--- src/rtl/dnc_pkg.sv ---
package dnc_pkg;
  typedef enum logic [2:0] {
    MSG_RD_MISS    = 3'd0,
    MSG_WR_MISS    = 3'd1,
    MSG_INVAL      = 3'd2,
    MSG_FETCH      = 3'd3,
    MSG_FETCH_INV  = 3'd4,
    MSG_DATA_REPLY = 3'd5,
    MSG_WRITE_BACK = 3'd6
  } msg_e;

  typedef enum logic [1:0] {
    LN_INV = 2'd0,
    LN_SHR = 2'd1,
    LN_EXC = 2'd2
  } line_e;

  typedef enum logic [1:0] {
    CT_IDLE = 2'd0,
    CT_SEND = 2'd1,
    CT_WAIT = 2'd2
  } ctl_e;
endpackage

--- src/rtl/dnc_line_store.sv ---
module dnc_line_store
  import dnc_pkg::*;
#(
  parameter int IDX_W  = 2,
  parameter int TAG_W  = 6,
  parameter int DATA_W = 16
) (
  input  logic              clk,
  input  logic              rst,
  input  logic [IDX_W-1:0]  a_idx,
  output line_e             a_state,
  output logic [TAG_W-1:0]  a_tag,
  output logic [DATA_W-1:0] a_data,
  input  logic [IDX_W-1:0]  b_idx,
  output line_e             b_state,
  output logic [TAG_W-1:0]  b_tag,
  output logic [DATA_W-1:0] b_data,
  input  logic [IDX_W-1:0]  wr_idx,
  input  logic              wr_state_en,
  input  line_e             wr_state,
  input  logic              wr_line_en,
  input  logic [TAG_W-1:0]  wr_tag,
  input  logic [DATA_W-1:0] wr_data
);
  localparam int DEPTH = 1 << IDX_W;

  logic [TAG_W-1:0]  tag_mem  [DEPTH];
  logic [DATA_W-1:0] data_mem [DEPTH];
  line_e             st_q     [DEPTH];

  // tag and data: plain RAM, no reset
  always_ff @(posedge clk) begin
    if (wr_line_en) begin
      tag_mem[wr_idx]  <= wr_tag;
      data_mem[wr_idx] <= wr_data;
    end
  end

  // coherence states: reset to Invalid
  always_ff @(posedge clk) begin
    if (rst) begin
      for (int i = 0; i < DEPTH; i++) st_q[i] <= LN_INV;
    end else if (wr_state_en) begin
      st_q[wr_idx] <= wr_state;
    end
  end

  assign a_state = st_q[a_idx];
  assign a_tag   = tag_mem[a_idx];
  assign a_data  = data_mem[a_idx];
  assign b_state = st_q[b_idx];
  assign b_tag   = tag_mem[b_idx];
  assign b_data  = data_mem[b_idx];
endmodule

--- src/rtl/dnc_snoop_resp.sv ---
module dnc_snoop_resp
  import dnc_pkg::*;
(
  input  logic       rx_valid,
  input  logic [2:0] rx_type,
  input  line_e      cur_state,
  input  logic       tag_hit,
  output logic       is_coh,
  output logic       upd_en,
  output line_e      upd_state,
  output logic       send_data
);
  logic held;
  assign held = (cur_state != LN_INV) && tag_hit;

  always_comb begin
    is_coh    = rx_valid && ((rx_type == MSG_INVAL) || (rx_type == MSG_FETCH) ||
                             (rx_type == MSG_FETCH_INV));
    upd_en    = 1'b0;
    upd_state = cur_state;
    send_data = 1'b0;
    if (is_coh && held) begin
      case (rx_type)
        MSG_INVAL: begin
          upd_en    = 1'b1;
          upd_state = LN_INV;
        end
        MSG_FETCH: begin
          if (cur_state == LN_EXC) begin
            upd_en    = 1'b1;
            upd_state = LN_SHR;
            send_data = 1'b1;
          end
        end
        default: begin
          upd_en    = 1'b1;
          upd_state = LN_INV;
          send_data = (cur_state == LN_EXC);
        end
      endcase
    end
  end
endmodule

--- src/rtl/dnc_node_ctrl.sv ---
module dnc_node_ctrl
  import dnc_pkg::*;
#(
  parameter int NODE_W  = 2,
  parameter int NODE_ID = 1,
  parameter int ADDR_W  = 8,
  parameter int DATA_W  = 16,
  parameter int LINES   = 4
) (
  input  logic              clk,
  input  logic              rst,
  input  logic              cpu_req_valid,
  input  logic              cpu_req_write,
  input  logic [ADDR_W-1:0] cpu_req_addr,
  input  logic [DATA_W-1:0] cpu_req_wdata,
  output logic              cpu_req_ready,
  output logic              cpu_resp_valid,
  output logic [DATA_W-1:0] cpu_resp_rdata,
  output logic              tx_valid,
  output logic [2:0]        tx_type,
  output logic [NODE_W-1:0] tx_src,
  output logic [ADDR_W-1:0] tx_addr,
  output logic [DATA_W-1:0] tx_data,
  input  logic              rx_valid,
  input  logic [2:0]        rx_type,
  input  logic [ADDR_W-1:0] rx_addr,
  input  logic [DATA_W-1:0] rx_data
);
  localparam int IDX_W = (LINES > 1) ? $clog2(LINES) : 1;
  localparam int TAG_W = ADDR_W - IDX_W;

  ctl_e fsm_q;

  logic [ADDR_W-1:0] p_addr;
  logic              p_write;
  logic [DATA_W-1:0] p_wdata;

  logic [IDX_W-1:0] cpu_idx, rx_idx, p_idx;
  logic [TAG_W-1:0] cpu_tag, rx_tag, p_tag;
  assign cpu_idx = cpu_req_addr[IDX_W-1:0];
  assign cpu_tag = cpu_req_addr[ADDR_W-1:IDX_W];
  assign rx_idx  = rx_addr[IDX_W-1:0];
  assign rx_tag  = rx_addr[ADDR_W-1:IDX_W];
  assign p_idx   = p_addr[IDX_W-1:0];
  assign p_tag   = p_addr[ADDR_W-1:IDX_W];

  line_e             a_state, b_state;
  logic [TAG_W-1:0]  a_tag, b_tag;
  logic [DATA_W-1:0] a_data, b_data;

  logic [IDX_W-1:0]  wr_idx;
  logic              wr_state_en, wr_line_en;
  line_e             wr_state;
  logic [TAG_W-1:0]  wr_tag;
  logic [DATA_W-1:0] wr_data;

  dnc_line_store #(
    .IDX_W (IDX_W),
    .TAG_W (TAG_W),
    .DATA_W(DATA_W)
  ) u_store (
    .clk        (clk),
    .rst        (rst),
    .a_idx      (cpu_idx),
    .a_state    (a_state),
    .a_tag      (a_tag),
    .a_data     (a_data),
    .b_idx      (rx_idx),
    .b_state    (b_state),
    .b_tag      (b_tag),
    .b_data     (b_data),
    .wr_idx     (wr_idx),
    .wr_state_en(wr_state_en),
    .wr_state   (wr_state),
    .wr_line_en (wr_line_en),
    .wr_tag     (wr_tag),
    .wr_data    (wr_data)
  );

  logic  is_coh, upd_en, send_data;
  line_e upd_state;

  dnc_snoop_resp u_snoop (
    .rx_valid (rx_valid),
    .rx_type  (rx_type),
    .cur_state(b_state),
    .tag_hit  (b_tag == rx_tag),
    .is_coh   (is_coh),
    .upd_en   (upd_en),
    .upd_state(upd_state),
    .send_data(send_data)
  );

  logic accept, cpu_hit, wr_hit_exc, victim_dirty, reply_take;
  assign accept       = (fsm_q == CT_IDLE) && cpu_req_valid && !is_coh;
  assign cpu_hit      = (a_state != LN_INV) && (a_tag == cpu_tag);
  assign wr_hit_exc   = cpu_req_write && cpu_hit && (a_state == LN_EXC);
  assign victim_dirty = !cpu_hit && (a_state == LN_EXC);
  assign reply_take   = (fsm_q == CT_WAIT) && rx_valid && (rx_type == MSG_DATA_REPLY);

  assign cpu_req_ready = (fsm_q == CT_IDLE) && !is_coh;
  assign tx_src        = NODE_W'(NODE_ID);

  // single write port into the line store
  always_comb begin
    wr_idx      = cpu_idx;
    wr_state_en = 1'b0;
    wr_state    = LN_INV;
    wr_line_en  = 1'b0;
    wr_tag      = cpu_tag;
    wr_data     = cpu_req_wdata;
    if (is_coh) begin
      wr_idx      = rx_idx;
      wr_state_en = upd_en;
      wr_state    = upd_state;
    end else if (accept) begin
      if (wr_hit_exc) begin
        wr_line_en = 1'b1;
      end else if (victim_dirty) begin
        wr_state_en = 1'b1;
        wr_state    = LN_INV;
      end
    end else if (reply_take) begin
      wr_idx      = p_idx;
      wr_tag      = p_tag;
      wr_line_en  = 1'b1;
      wr_state_en = 1'b1;
      wr_state    = p_write ? LN_EXC : LN_SHR;
      wr_data     = p_write ? p_wdata : rx_data;
    end
  end

  always_ff @(posedge clk) begin
    if (rst) begin
      fsm_q          <= CT_IDLE;
      p_addr         <= '0;
      p_write        <= 1'b0;
      p_wdata        <= '0;
      tx_valid       <= 1'b0;
      tx_type        <= 3'd0;
      tx_addr        <= '0;
      tx_data        <= '0;
      cpu_resp_valid <= 1'b0;
      cpu_resp_rdata <= '0;
    end else begin
      tx_valid       <= 1'b0;
      cpu_resp_valid <= 1'b0;
      if (is_coh) begin
        if (send_data) begin
          tx_valid <= 1'b1;
          tx_type  <= MSG_WRITE_BACK;
          tx_addr  <= rx_addr;
          tx_data  <= b_data;
        end
      end else begin
        case (fsm_q)
          CT_IDLE: begin
            if (accept) begin
              if (cpu_hit && (!cpu_req_write || a_state == LN_EXC)) begin
                cpu_resp_valid <= 1'b1;
                cpu_resp_rdata <= cpu_req_write ? cpu_req_wdata : a_data;
              end else begin
                p_addr  <= cpu_req_addr;
                p_write <= cpu_req_write;
                p_wdata <= cpu_req_wdata;
                tx_valid <= 1'b1;
                if (victim_dirty) begin
                  tx_type <= MSG_WRITE_BACK;
                  tx_addr <= {a_tag, cpu_idx};
                  tx_data <= a_data;
                  fsm_q   <= CT_SEND;
                end else begin
                  tx_type <= cpu_req_write ? MSG_WR_MISS : MSG_RD_MISS;
                  tx_addr <= cpu_req_addr;
                  fsm_q   <= CT_WAIT;
                end
              end
            end
          end
          CT_SEND: begin
            tx_valid <= 1'b1;
            tx_type  <= p_write ? MSG_WR_MISS : MSG_RD_MISS;
            tx_addr  <= p_addr;
            fsm_q    <= CT_WAIT;
          end
          CT_WAIT: begin
            if (reply_take) begin
              cpu_resp_valid <= 1'b1;
              cpu_resp_rdata <= p_write ? p_wdata : rx_data;
              fsm_q          <= CT_IDLE;
            end
          end
          default: fsm_q <= CT_IDLE;
        endcase
      end
    end
  end
endmodule

--- config.mk ---
export PLATFORM = sky130hd
export DESIGN_NAME = dnc_node_ctrl
export DESIGN_NICKNAME = d
export VERILOG_FILES = /design/src/rtl/dnc_pkg.sv /design/src/rtl/dnc_line_store.sv /design/src/rtl/dnc_snoop_resp.sv /design/src/rtl/dnc_node_ctrl.sv
export SDC_FILE = /design/constraint.sdc
export NUM_CORES = 1
export LEC_CHECK = 0
export BUFFER_PORTS_ARGS = -buffer_cell sky130_fd_sc_hd__buf_2
export CORE_MARGIN = 3
export CORE_UTILIZATION = 40
export CTS_BUF_LIST = sky130_fd_sc_hd__clkbuf_8 sky130_fd_sc_hd__clkbuf_16
export DETAILED_ROUTE_END_ITERATION = 8
export PLACE_DENSITY_LB_ADDON = 0.08
export SYNTH_ARGS = -nofsm -noshare
export SYNTH_HDL_FRONTEND = slang
export SYNTH_SLANG_ARGS = --single-unit
--- constraint.sdc ---
create_clock -name clk -period 4.8 [get_ports clk]
set_input_delay 0.48 -clock clk [delete_from_list [all_inputs] [get_ports clk]]
set_output_delay 0.48 -clock clk [all_outputs]
set_load 0.1 [all_outputs]
### Word level (Yosys, flattened, before mapping)

Memory sizes are Yosys's and may differ from the RTL's.
Cells that the tools add are included.

* equality and inequality tests: 18
* multiplexer cells: 78
* bitwise logic cells: 2
* reduce and logical (&&, ||, !) cells: 34

Operators by type and width (number)
* $mux W16: 14
* $mux W8: 5
* $mux W2: 16
* $pmux W16 S2: 1
* $mux W1: 28
* $mux W6: 3
* $pmux W8 S2: 1
* $mux W3: 5
* $logic_and A1 B1 Y1: 13
* $eq A6 B6 Y1: 2
* $reduce_and A4 Y1: 3
* $reduce_bool A2 Y1: 6
* $reduce_and A5 Y1: 2
* $ne A2 B2 Y1 const B: 4
* $eq A2 B2 Y1 const B: 3
* $eq A3 B2 Y1 const B: 2
* $eq A3 B3 Y1 const B: 2
* $ne A3 B3 Y1 const B: 2
* $pmux W1 S2: 3
* $pmux W2 S3: 1
* $pmux W3 S2: 1
* $ne A2 B1 Y1 const B: 2
* $reduce_or A2 Y1: 2
* $logic_not A1 Y1: 3
* 5 further kinds: 8

* flip-flop bits (word level): 72
* memory bits (writable): 96
* input port bits: 56
* output and inout bits: 48
* logic and storage cells: 145
* memories kept: 3

Memory list
* u_store.data_mem: depth 4, width 16, read ports 2, clocked after Yosys merged registers in 0, wr ports 1, line dnc_line_store.sv:28 `logic [DATA_W-1:0] data_mem [DEPTH];`
* u_store.tag_mem: depth 4, width 6, read ports 2, clocked after Yosys merged registers in 0, wr ports 1, line dnc_line_store.sv:27 `logic [TAG_W-1:0] tag_mem [DEPTH];`
* u_store.st_q: depth 4, width 2, read ports 2, clocked after Yosys merged registers in 0, wr ports 4, line dnc_line_store.sv:29 `line_e st_q [DEPTH];`

### Logic depth before layout (Yosys ltp)

Gate-level depths: netlist of run 1.
An unclocked memory read counts as a cell.

* depth after elaboration: 14
* depth in mapped cells: 10
* depth with buffers taken out: 7

### By module

A second synthesis of run 1 with hierarchy kept.

* cells, all modules: 747
* area total of the unflattened synthesis: 8650.8 um^2

Modules (own cells, without submodules)
* dnc_node_ctrl: instances 1, cells an instance 548, area an instance 4284.1 um^2, seq. area each 1421.4 um^2
* dnc_line_store: instances 1, cells an instance 179, area an instance 4245.3 um^2, seq. area each 2882.8 um^2
* dnc_snoop_resp: instances 1, cells an instance 20, area an instance 121.4 um^2, seq. area each 0.0 um^2

### Worst setup path after synthesis of run 1

No wires, ideal clock.

* path kind: input to output
* start point: in rx_type[2]
* end point: out cpu_req_ready
* data arrival time: 3.306 ns
* required time: 4.320 ns
* path slack: 1.014 ns
* stages on the path: 5
* buffers on the path: 2
* path through: or3b_1 a21oi_1 clkbuf_1 clkbuf_1 nor3_1

* cells in the longest elaborated chain, start to end: 6
* elaborated cells on any way between the ends: 8
* classes of those cells: eq/ne: 3; reduce/logical: 5

RTL lines
* start, declared: line dnc_node_ctrl.sv:25 `input logic [2:0] rx_type,`
* $eq A3 B2 Y1: line dnc_snoop_resp.sv:17 `is_coh = rx_valid && ((rx_type == MSG_INVAL) || (rx_type == MSG_FETCH) ||`
* $logic_or A1 B1 Y1: line dnc_snoop_resp.sv:17
* $logic_or A1 B1 Y1 *: line dnc_snoop_resp.sv:17
* $logic_and A1 B1 Y1 *: line dnc_snoop_resp.sv:17
* $logic_not A1 Y1 *: line dnc_node_ctrl.sv:101 `assign cpu_req_ready = (fsm_q == CT_IDLE) && !is_coh;`
* $logic_and A1 B1 Y1 *: line dnc_node_ctrl.sv:101
* end, declared: line dnc_node_ctrl.sv:16 `output logic cpu_req_ready,`

Mark *: on every way between the ends. The rest lies on a longest branch, timed or not.

### Worst setup path after layout of run 1

* start point: in rx_addr[0]
* end point: reg tx_type[0]

* cells in the longest elaborated chain, start to end: 7
* elaborated cells on any way between the ends: 12
* classes of those cells: eq/ne: 3; mux: 3; reduce/logical: 4; memory: 2

RTL lines
* start, declared: line dnc_node_ctrl.sv:26 `input logic [ADDR_W-1:0] rx_addr,`
* $mem_v2 Z4 W2 / $mem_v2 Z4 W6 (equally long branches)
* $eq A2 B2 Y1 (tied with other cells): line dnc_snoop_resp.sv:29, dnc_snoop_resp.sv:38
* $mux W1 / $logic_and A1 B1 Y1 (equally long branches): line dnc_snoop_resp.sv:29, dnc_snoop_resp.sv:14
* $pmux W1 S2 / $logic_and A1 B1 Y1 (equally long branches): line dnc_snoop_resp.sv:23, dnc_snoop_resp.sv:22
* $mux W1 *: line dnc_snoop_resp.sv:22 `if (is_coh && held) begin`
* $ne A2 B1 Y1 (no line) *
* $reduce_and A4 Y1 (no line) *
* end signal, assigned: line dnc_node_ctrl.sv:173 `tx_type <= cpu_req_write ? MSG_WR_MISS : MSG_RD_MISS;`
* end signal, assigned: line dnc_node_ctrl.sv:182 `tx_type <= p_write ? MSG_WR_MISS : MSG_RD_MISS;`
* end, declared: line dnc_node_ctrl.sv:20 `output logic [2:0] tx_type,`

Marked as above.
A chain may end at the register's enable or synchronous reset.

==> results.md, run 1 <==
- Congestion Overflow GR: 0
- GR Layer Usage met2: 0.326
- Pleak: 0.00376 uW
- Core Util, Final: 0.486
- Post-synthesis cell count: 752
- Clock skew: 0.0116 ns
- Vias in the first global route: 6066
- GRT Overall Usage: 0.212
- Critical Path Fanout Max: 29
- Tot Pwr: 3720 uW
- Worst-path cell chain: buf_2, mux4_2, a2111oi_2, nand4_1, a211o_1, a22o_1, or4_1, a21oi_1
- Req. time, crit path: 5.14 ns
- Status: completed
- CTS Buf Count: 17
- H-tree levels: 4
- CTS Hold Bufs: 0
- Fraction of registers with async set/reset: 0
- Die width: 150 um
- CTS sink cnt: 167
- Grt met3 use: 0.0451
- Final Cycle Share: 0.702
- Initial antenna violation count: 0
- Tightest Pin Transition: 1.07 ns
- Postcts setup bufs: 0
- Hold depth: 3
- Fin. max-slew vios: 0
- Max-Cap Viols: 0
- Post-route cell area: 9640 um2
- Inserted Diodes: 0
- Antenna-violating nets left: 0
- CP Launch Point: rx_addr[0]
- HPWL Detailed: 15800 um
- Remaining DRCs: 0
- RD Place Congestion: 0.843
- Synthesis-stage register bit count: 167
- # rows: 51
- WL per Instance: 21.1 um
- Die area: 22400 um2
- Slowest-stage cell, CP: buf_2
- Final wirelength: 23400 um
- Largest net degree at the start of global routing: 75
- Crit path kind: input pin to flop
- Chip Height: 150 um
- Synth Flop Type: edfxtp_1
- Commonest non-fill, non-tap cell in the layout: nand2_1
- Final Hold Vio Count: 0
- Clock buffer depth: 2
- Via count: 6244
- Share of cells above drive strength 1: 0.244
- Starting DRT DRC Count: 579
- Worst vdd ir: 0.000252 V
- FF-to-FF path depth: 8
- Drt pass-1 iters: 7
- Unrepaired setup endpoints after global routing: no
- Pwr Density: 386 nW/um2
- Setup TNS Final: 0 ns
- I/O pin total: 104
- Area after DPL: 9040 um2
- Clk root buf: clkbuf_16
- Hold Crit Class: input pin to flop
- # fillers: 1837
- Max Fclk: 297 MHz
- Synthesized net count: 808
- Post-Syn Area: 8250 um2
- Slew HR: 0.290
- Post-cts repair resize count: 0
- Worst-Skew Late Latency: 0.43 ns
- Worst stage delay on the critical path: 0.79 ns
- CP arrival: 3.71 ns
- Initial Util: 0.416
- Hold Startpoint: cpu_req_wdata[10]
- Area delta synth->final: 16.9%
- Crit start category: input pin
- First-pass GRT wire length: 35300 um
- Core area: 19800 um2
- Mean Syn Cell Area: 11.0 um2
- Final #Nets: 888
- Port bufs: 101
- Worst R2R Start: fsm_q[0]
- Post-layout min period: 3.37 ns
- Final setup viols: 0
- Netlist cell types: 51
- Met1 usage: 0.302
- Sequential share of the synthesized area: 0.522
- Number of synthesized flops with an enable pin: 96
- Gr busiest metal: met2
- CTS tree: done
- Crit end category: flop
- Via density: 5.63
- Clock slew seen by the registers of the worst setup and hold paths: 0.06 ns
- Synth warnings: 0
- Most frequent cells in the layout: 165 x nand2_1, 101 x buf_2, 96 x edfxtp_1
==> routing by layer <==
metal,wire length [um],vias up,share of wire
met3,1900,33,0.081
li1,-,2906,-
met5,0,-,0
met2,10600,233,0.45
met1,10500,3072,0.45
met4,452,0,0.019
==> kinds of logic (layout without fill, tap and decap cells) <==
group | after synthesis | after routing | synth area share
muxes | 99 | 99 | 0.190
xor gates and xnor gates | 14 | 14 | 0.0149
AOI/OAI and AO/OA | 109 | 109 | 0.0845
other | 2 | 2 | 0.000911
DFF | 167 | 167 | 0.522
and+or+nand+nor | 299 | 299 | 0.156
buffers and inverters | 62 | 155 | 0.0322
==> sequential cells by signal (all words and copies together) (netlist names) <==
| register | count |
|---|---|
| cpu_resp_valid | 1 |
| p_write | 1 |
| p_wdata | 16 |
| tx_data | 16 |
| p_addr | 8 |
| tx_valid | 1 |
| cpu_resp_rdata | 16 |
| u_store.tag_mem | 24 |
| tx_type | 2 |
| fsm_q | 2 |
| u_store.data_mem | 64 |
| tx_addr | 8 |
| u_store.st_q | 8 |
==> synth_stat cells, drive strengths merged, types with 2 or more instances <==
| cell | n | area share |
|---|---|---|
| o21ai | 44 | 0.027 |
| clkbuf | 40 | 0.018 |
| or3 | 7 | 0.0053 |
| conb | 2 | 0.00091 |
| a311oi | 16 | 0.017 |
| mux4 | 46 | 0.13 |
| nand2b | 20 | 0.015 |
| nand4 | 2 | 0.0015 |
| dfxtp | 71 | 0.17 |
| nor3 | 16 | 0.0097 |
| edfxtp | 96 | 0.35 |
| a221oi | 2 | 0.0021 |
| nor2 | 66 | 0.030 |
| inv | 5 | 0.0023 |
| mux2i | 53 | 0.064 |
| xor2 | 2 | 0.0021 |
| and3 | 4 | 0.0030 |
| nor2b | 2 | 0.0015 |
| nand3 | 8 | 0.0049 |
| nor3b | 2 | 0.0024 |
| nand2 | 165 | 0.075 |
| xnor2 | 12 | 0.013 |
| a211oi | 4 | 0.0036 |
| a221o | 3 | 0.0036 |
| o211ai | 6 | 0.0055 |
| or3b | 2 | 0.0021 |
| buf | 16 | 0.011 |
| a21oi | 23 | 0.014 |
==> area by class of cell <==
class,count,area [um2],share of cell area
sequential,167,4300,0.447
multi-input combinational,523,3700,0.384
timing repair buffer,117,676,0.0701
clock buffer,17,425,0.0441
tap,265,332,0.0344
clock inverter,15,178,0.0184
inverter,6,22.5,0.00234
==> per-stage QoR <==
step | cells | hold slack (ns) | setup slack [ns]
after detailed placement | 1078 | 0.445 | 0.964
after global routing | 1110 | 0.319 | 1.24
after global placement | 1078 | 0.440 | 1.02
final | 1110 | 0.330 | 1.43
after floorplan | 752 | 0.463 | 1.01
after CTS | 1110 | 0.307 | 1.41
==> path summary, 6_finish.rpt <==
check,to,slack (ns)
setup / recovery,tx_type[0],1.43
hold / removal,p_wdata[10],0.33
setup reg to reg,u_store.data_mem[0][4],1.51
hold reg to reg,cpu_resp_rdata[11],0.45
==> where the power goes <==
part	switching, uW	leakage, uW	internal [uW]
logic	508	0.00201	194
clock network	590	0.000299	824
registers	35.1	0.00145	1570
total	1130	0.00376	2590
==> worst max-delay path, delay by kind of cell <==
| family | cells | cell delay (ns) |
|---|---|---|
| buffers and inverters | 1 | 0.79 |
| AND/OR/NAND/NOR | 2 | 0.62 |
| multiplexers | 1 | 0.67 |
| AO/OA/AOI/OAI | 4 | 1.14 |
Note: power is estimated with default switching activity, not from simulation.
==> run 2, diff against run 1 <==
==> constraint.sdc (replaced) <==
create_clock -name clk -period 3.5 [get_ports clk]
set_input_delay 0.35 -clock clk [delete_from_list [all_inputs] [get_ports clk]]
set_output_delay 0.35 -clock clk [all_outputs]
set_load 0.1 [all_outputs]
==> results.md, run 2 (synthesized netlist as in run 1, its figures left out) <==
- Status: completed
- Core Util, Final: 0.491 (+0.00479)
- Postcts setup bufs: 0 (unchanged)
- Vias in the first global route: 5987 (-1.3%)
- Post-route cell area: 9730 um2 (+0.99%)
- Port bufs: 101 (unchanged)
- Clock power frac: 0.367 (-0.013)
- Most flops, register: u_store.data_mem
- Max reg flops: 64 (unchanged)
- Antenna-violating nets left: 0 (unchanged)
- # fillers: 1804 (-1.8%)
- Starting DRT DRC Count: 532 (-8.1%)
- CTS sink cnt: 167 (unchanged)
- Die width: 150 um (unchanged)
- CTS tree: done
- Clock buffer depth: 2 (unchanged)
- CTS Hold Bufs: 0 (unchanged)
- Initial antenna violation count: 0 (unchanged)
- Commonest non-fill, non-tap cell in the layout: nand2_1
- Worst vdd ir: 0.000369 V (+46%)
- WL per Instance: 20.3 um (-3.7%)
- RD Place Congestion: 0.902 (+6.9%)
- Most frequent cells in the layout: 165 x nand2_1, 101 x buf_2, 96 x edfxtp_1
- Area after DPL: 9160 um2 (+1.4%)
- Via density: 5.60 (-0.45%)
- Crit end category: flop
- Worst-Skew Late Latency: 0.43 ns (about the same)
- Tightest Pin Transition: 0.885 ns (-0.180 ns)
- GRT Overall Usage: 0.207 (-0.00420)
- Fin. max-slew vios: 0 (unchanged)
- Clk root buf: clkbuf_16
- Chip Height: 150 um (unchanged)
- Max Fclk: 350 MHz
- Switch Pwr: 1520 uW (+34%)
- Die area: 22400 um2 (unchanged)
- Unrepaired setup endpoints after global routing: no
- Final wirelength: 22800 um (-2.5%)
- Top flop regs: u_store.data_mem: 64 flops, u_store.tag_mem: 24 flops
- CP arrival: 3.00 ns (-0.71 ns)
- Crit path kind: flop to flop
- Area delta synth->final: 18.0%
- Combinational Power Share: 0.194 (+0.005)
- Net Sw Frac: 0.303 (-0.00129)
- Hold Crit Class: input pin to flop
- Critical Path Fanout Max: 10 (-66%)
- Initial Util: 0.416 (unchanged)
- FF-to-FF setup slack: 0.64 ns (-0.87 ns)
- Final Hold Vio Count: 0 (unchanged)
- I/O pin total: 104 (unchanged)
- CTS Buf Count: 17 (unchanged)
- Pleak: 0.00381 uW (+1.4%)
- Clock skew: 0.0113 ns (-0.000304 ns)
- Final cell count without fillers: 1124 (+1.3%)
- Sequential share of power: 0.439 (+0.008)
- Via count: 6294 (+0.80%)
- Inserted Diodes: 0 (unchanged)
- Post-cts repair resize count: 0 (unchanged)
- Pwr Density: 514 nW/um2 (+33%)
- Largest net degree at the start of global routing: 42 (-44%)
- First-pass GRT wire length: 34900 um (-1.1%)
- Clock slew seen by the registers of the worst setup and hold paths: 0.06 ns (about the same)
- Final #Nets: 902 (+1.6%)
- # rows: 51 (unchanged)
- Slew HR: 0.404 (+0.114)
- Post-layout min period: 2.86 ns
- Share of cells above drive strength 1: 0.255 (+0.0112)
- Max-Cap Viols: 0 (unchanged)
- H-tree levels: 4 (unchanged)
- Remaining DRCs: 0 (unchanged)
- Req. time, crit path: 3.64 ns (-1.50 ns)
- Placed cells: 1092 (+1.3%)
- Congestion Overflow GR: 0 (unchanged)
- Core area: 19800 um2 (unchanged)
- Final Cycle Share: 0.817
- Final setup viols: 0 (unchanged)
- Setup TNS Final: 0 ns (unchanged)
- Drt pass-1 iters: 5 (-2)
- HPWL Detailed: 16400 um (+3.6%)
- Crit start category: flop
- Int Power: 3490 uW (+35%)
-- run 2: cell type report --
| cell class | count | area (um2) | share of cell area |
|---|---|---|---|
| timing repair buffer | 131 | 793 | 0.0815 |
| clock buffer | 18 | 439 | 0.0451 |
| sequential | 167 | 4300 | 0.442 |
| inverter | 6 | 22.5 | 0.00231 |
| clock inverter | 14 | 136 | 0.0140 |
| multi-input combinational | 523 | 3710 | 0.381 |
| tap | 265 | 332 | 0.0341 |
-- run 2: power by group through the flow --
stage                     Combinational [uW]  Clock, uW  Sequential (uW)
after floorplan                          462          0             2500
after global placement                   959          0             2240
after CTS                                970       1880             2200
after detailed placement                 968          0             2240
after global routing                    1040       1960             2210
final                                    970       1840             2200
-- run 2: worst max-delay path, stage by stage, from the launching register on --
cell,delay (ns)
dfxtp_1,0.42
nand2b_1,0.22
or4b_2,0.73
and3_1,0.23
a221oi_1,0.27
nand2_1,0.19
nor2_2,0.28
buf_4,0.23
-- run 2: worst paths after layout --
path / cells after the start / endpoint / from
setup reg to reg: 7 / u_store.data_mem[0][11] / fsm_q[0]
hold reg to reg: 2 / cpu_resp_rdata[15] / cpu_resp_rdata[15]
setup / recovery: 7 / u_store.data_mem[0][11] / fsm_q[0]
hold / removal: 3 / p_wdata[7] / cpu_req_wdata[7]
-- run 2: metal layers --
| layer | track usage | part of all wire | vias to the layer above | wire length [um] |
|---|---|---|---|---|
| met2 | 0.309 | 0.44 | 223 | 10000 |
| met3 | 0.0424 | 0.070 | 26 | 1590 |
| met5 | 0 | 0 | - | 0 |
| met4 | 0.0526 | 0.012 | 0 | 278 |
| met1 | 0.311 | 0.48 | 3124 | 10900 |
| li1 | - | - | 2921 | - |
-- run 2: per-stage QoR --
stage	setup slack (ns)	hold WS (ns)	total power (uW)
after CTS	0.622	0.168	5050
after detailed placement	0.393	0.445	3210
after global placement	0.463	0.439	3200
final	0.642	0.197	5010
after floorplan	0.0376	0.463	2960
after global routing	0.375	0.186	5210
==> run 3, diff against run 2 <==
==> constraint.sdc (replaced) <==
create_clock -name clk -period 2.5 [get_ports clk]
set_input_delay 0.25 -clock clk [delete_from_list [all_inputs] [get_ports clk]]
set_output_delay 0.25 -clock clk [all_outputs]
set_load 0.1 [all_outputs]
==> results.md, run 3 (synthesized netlist as in run 1, its figures left out) <==
- Tot Pwr: 7310 uW (+46%)
- Die area: 22400 um2 (unchanged)
- Final WS setup: -0.142 ns (-0.783 ns)
- Worst-Skew Late Latency: 0.43 ns (about the same)
- Most frequent cells in the layout: 161 x nand2_1, 101 x buf_2, 96 x edfxtp_1
- Worst R2R Start: u_store.tag_mem[0][1]
- Core area: 19800 um2 (unchanged)
- Sequential share of power: 0.420 (-0.019)
- Clk root buf: clkbuf_16
- Area delta synth->final: 32.0%
- Final Hold Vio Count: 0 (unchanged)
- Highest metal used: met4
- Via count: 6550 (+4.1%)
- Most flops, register: u_store.data_mem
- Req. time, crit path: 2.86 ns (-0.78 ns)
- Crit end category: flop
- Net Sw Frac: 0.322 (+0.0186)
- Switch Pwr: 2360 uW (+55%)
- CTS Hold Bufs: 0 (unchanged)
- CTS Buf Count: 17 (unchanged)
- Remaining DRCs: 0 (unchanged)
- Worst Path Buf+Inv: 0 (-1)
- Max-Cap Viols: 0 (unchanged)
- Fin. max-slew vios: 0 (unchanged)
- FF-to-FF path depth: 7 (unchanged)
- Clock buffer depth: 2 (unchanged)
- WP depth: 7 (unchanged)
- Slew HR: 0.474 (+0.0702)
- FF-to-FF setup slack: -0.14 ns (-0.78 ns)
- # rows: 51 (unchanged)
- Met2 WL: 11400 um (+14%)
- Slowest-stage cell, CP: or4_1
- Worst-path cell chain: mux4_2, xnor2_2, nand4_1, a211o_1, a22o_1, or4_1, a21oi_1
- Commonest non-fill, non-tap cell in the layout: nand2_1
- Antenna-violating nets left: 0 (unchanged)
- Crit path kind: flop to flop
- Inserted Diodes: 0 (unchanged)
- Final setup viols: 124 (+124)
- Final Cycle Share: 1.06 (+0.240)
- Drt pass-1 iters: 6 (+1)
- Final #Nets: 968 (+7.3%)
- H-tree levels: 4 (unchanged)
- Failing checks: negative setup slack
- Chip Height: 150 um (unchanged)
- Die width: 150 um (unchanged)
- Setup WS pre-CTS: -0.323 ns (-0.716 ns)
- Clock skew: 0.0122 ns (+0.000961 ns)
- Critical Path Fanout Max: 3 (-7)
- CTS sink cnt: 167 (unchanged)
- Port bufs: 101 (unchanged)
- Post-layout min period: 2.64 ns (-0.217 ns)
- Status: finished with violations
- Hold depth: 3 (unchanged)
- Initial Util: 0.416 (unchanged)
- Hold Crit Class: input pin to flop
- Hold_ws: 0.0823 ns (-0.114 ns)
- RD Place Congestion: 0.856 (-5.0%)
- I/O pin total: 104 (unchanged)
- HPWL Detailed: 16800 um (+2.2%)
- Congestion Overflow GR: 0 (unchanged)
- Starting DRT DRC Count: 535 (+0.56%)
- Clock slew seen by the registers of the worst setup and hold paths: 0.07 ns (about the same)
- Top flop regs: u_store.data_mem: 64 flops, u_store.tag_mem: 24 flops
- Unrepaired setup endpoints after global routing: yes
- Share of cells above drive strength 1: 0.368 (+0.113)
- Crit start category: flop
- Hold Path End: p_wdata[10]
- Combinational Power Share: 0.221 (+0.027)
- Reg-to-reg endpoint: tx_type[0]
- Met1 WL: 11400 um (+4.0%)
- CTS tree: done
- Max Fclk: 379 MHz (+8.2%)
- Met3 wire length: 1610 um (+1.3%)
- CP arrival: 3.00 ns (about the same)
- WL per Instance: 20.8 um (+2.6%)
- Vias in the first global route: 6497 (+8.5%)
- Tightest Pin Transition: 0.781 ns (-0.104 ns)
- Max reg flops: 64 (unchanged)
- Final wirelength: 24800 um (+8.6%)
- GRT Overall Usage: 0.217 (+0.00954)
- Worst vdd ir: 0.000468 V (+27%)
- Initial antenna violation count: 0 (unchanged)
- Largest net degree at the start of global routing: 58 (+38%)
- Int Power: 4960 uW (+42%)
- Via density: 5.50 (-1.7%)
- Pwr Density: 672 nW/um2 (+31%)
- Pleak: 0.00438 uW (+15%)
- CP top delay family: compound AO/OA/AOI/OAI gates
- Hold Startpoint: cpu_req_wdata[10]
- First-pass GRT wire length: 36700 um (+5.2%)
- Worst stage delay on the critical path: 0.53 ns (-0.20 ns)
- Clock power frac: 0.360 (-0.007)
==> run 3: changes by cell type in the layout (fill, tap and decap cells not counted), sizes merged <==
cell,previous run,this run
bufinv,2,1
buf,131,189
inv,9,12
clkbuf,18,24
clkinv,5,7
clkinvlp,4,1
nor2,66,67
==> run 3: cell type report <==
class / instances / area [um2]
flip-flops and latches: 167 / 4300
fillers: 1757 / 8950
inverters: 6 / 22.5
clock buffers: 17 / 425
repair buffers: 196 / 1590
well taps: 265 / 332
multi-input cells: 524 / 4050
clock inverters: 15 / 164
==> run 3: repair_timing <==
item | in CTS | in global routing
gates resized for setup | 31 | 50
setup endpoints to repair | 98 | 170
pin swaps | 11 | 15
gates cloned | 2 | 8
buffers inserted | 2 | 8
==> run 3: worst min-delay path: stages <==
cell     delay (ns)
buf_2          0.09
mux2i_1        0.06
nor2_1         0.07
==> run 3: layer usage <==
metal | up-vias | global-route usage
met2 | 226 | 0.330
met4 | 0 | 0.0531
li1 | 3065 | -
met3 | 24 | 0.0403
met5 | - | 0
met1 | 3235 | 0.323
==> run 3: worst max-delay path by stage <==
stage	slack, ns	end	from
2_1_floorplan	-0.49	u_store.data_mem[1][0]	fsm_q[0]
3_3_place_gp	-0.24	fsm_q[1]	cpu_req_addr[0]
3_5_place_dp	-0.32	tx_addr[5]	rx_addr[0]
4_1_cts	-0.1	tx_type[0]	u_store.st_q[0][0]
5_1_grt	-0.22	tx_data[10]	u_store.tag_mem[2][2]
6_report	-0.14	tx_type[0]	u_store.tag_mem[0][1]
==> run 3: power groups by stage <==
stage,sequential [uW],clock (uW),combinational (uW)
finish,3070,2630,1610
global route,3080,2790,1710
CTS,3070,2670,1500
detailed placement,3130,0,1450
global placement,3120,0,1440
floorplan,3500,0,654
==> run 3: stage by stage <==
step / instances / instance area (um2) / TNS (ns) / utilization
3_3_place_gp: 1138 / 9620 / -16.36 / 0.485
3_5_place_dp: 1138 / 9620 / -19.66 / 0.485
2_1_floorplan: 752 / 8290 / -31.62 / -
4_1_cts: 1174 / 10400 / -1.06 / 0.524
5_1_grt: 1190 / 10900 / -18.45 / 0.549
6_report: 1190 / 10900 / -4.76 / 0.549
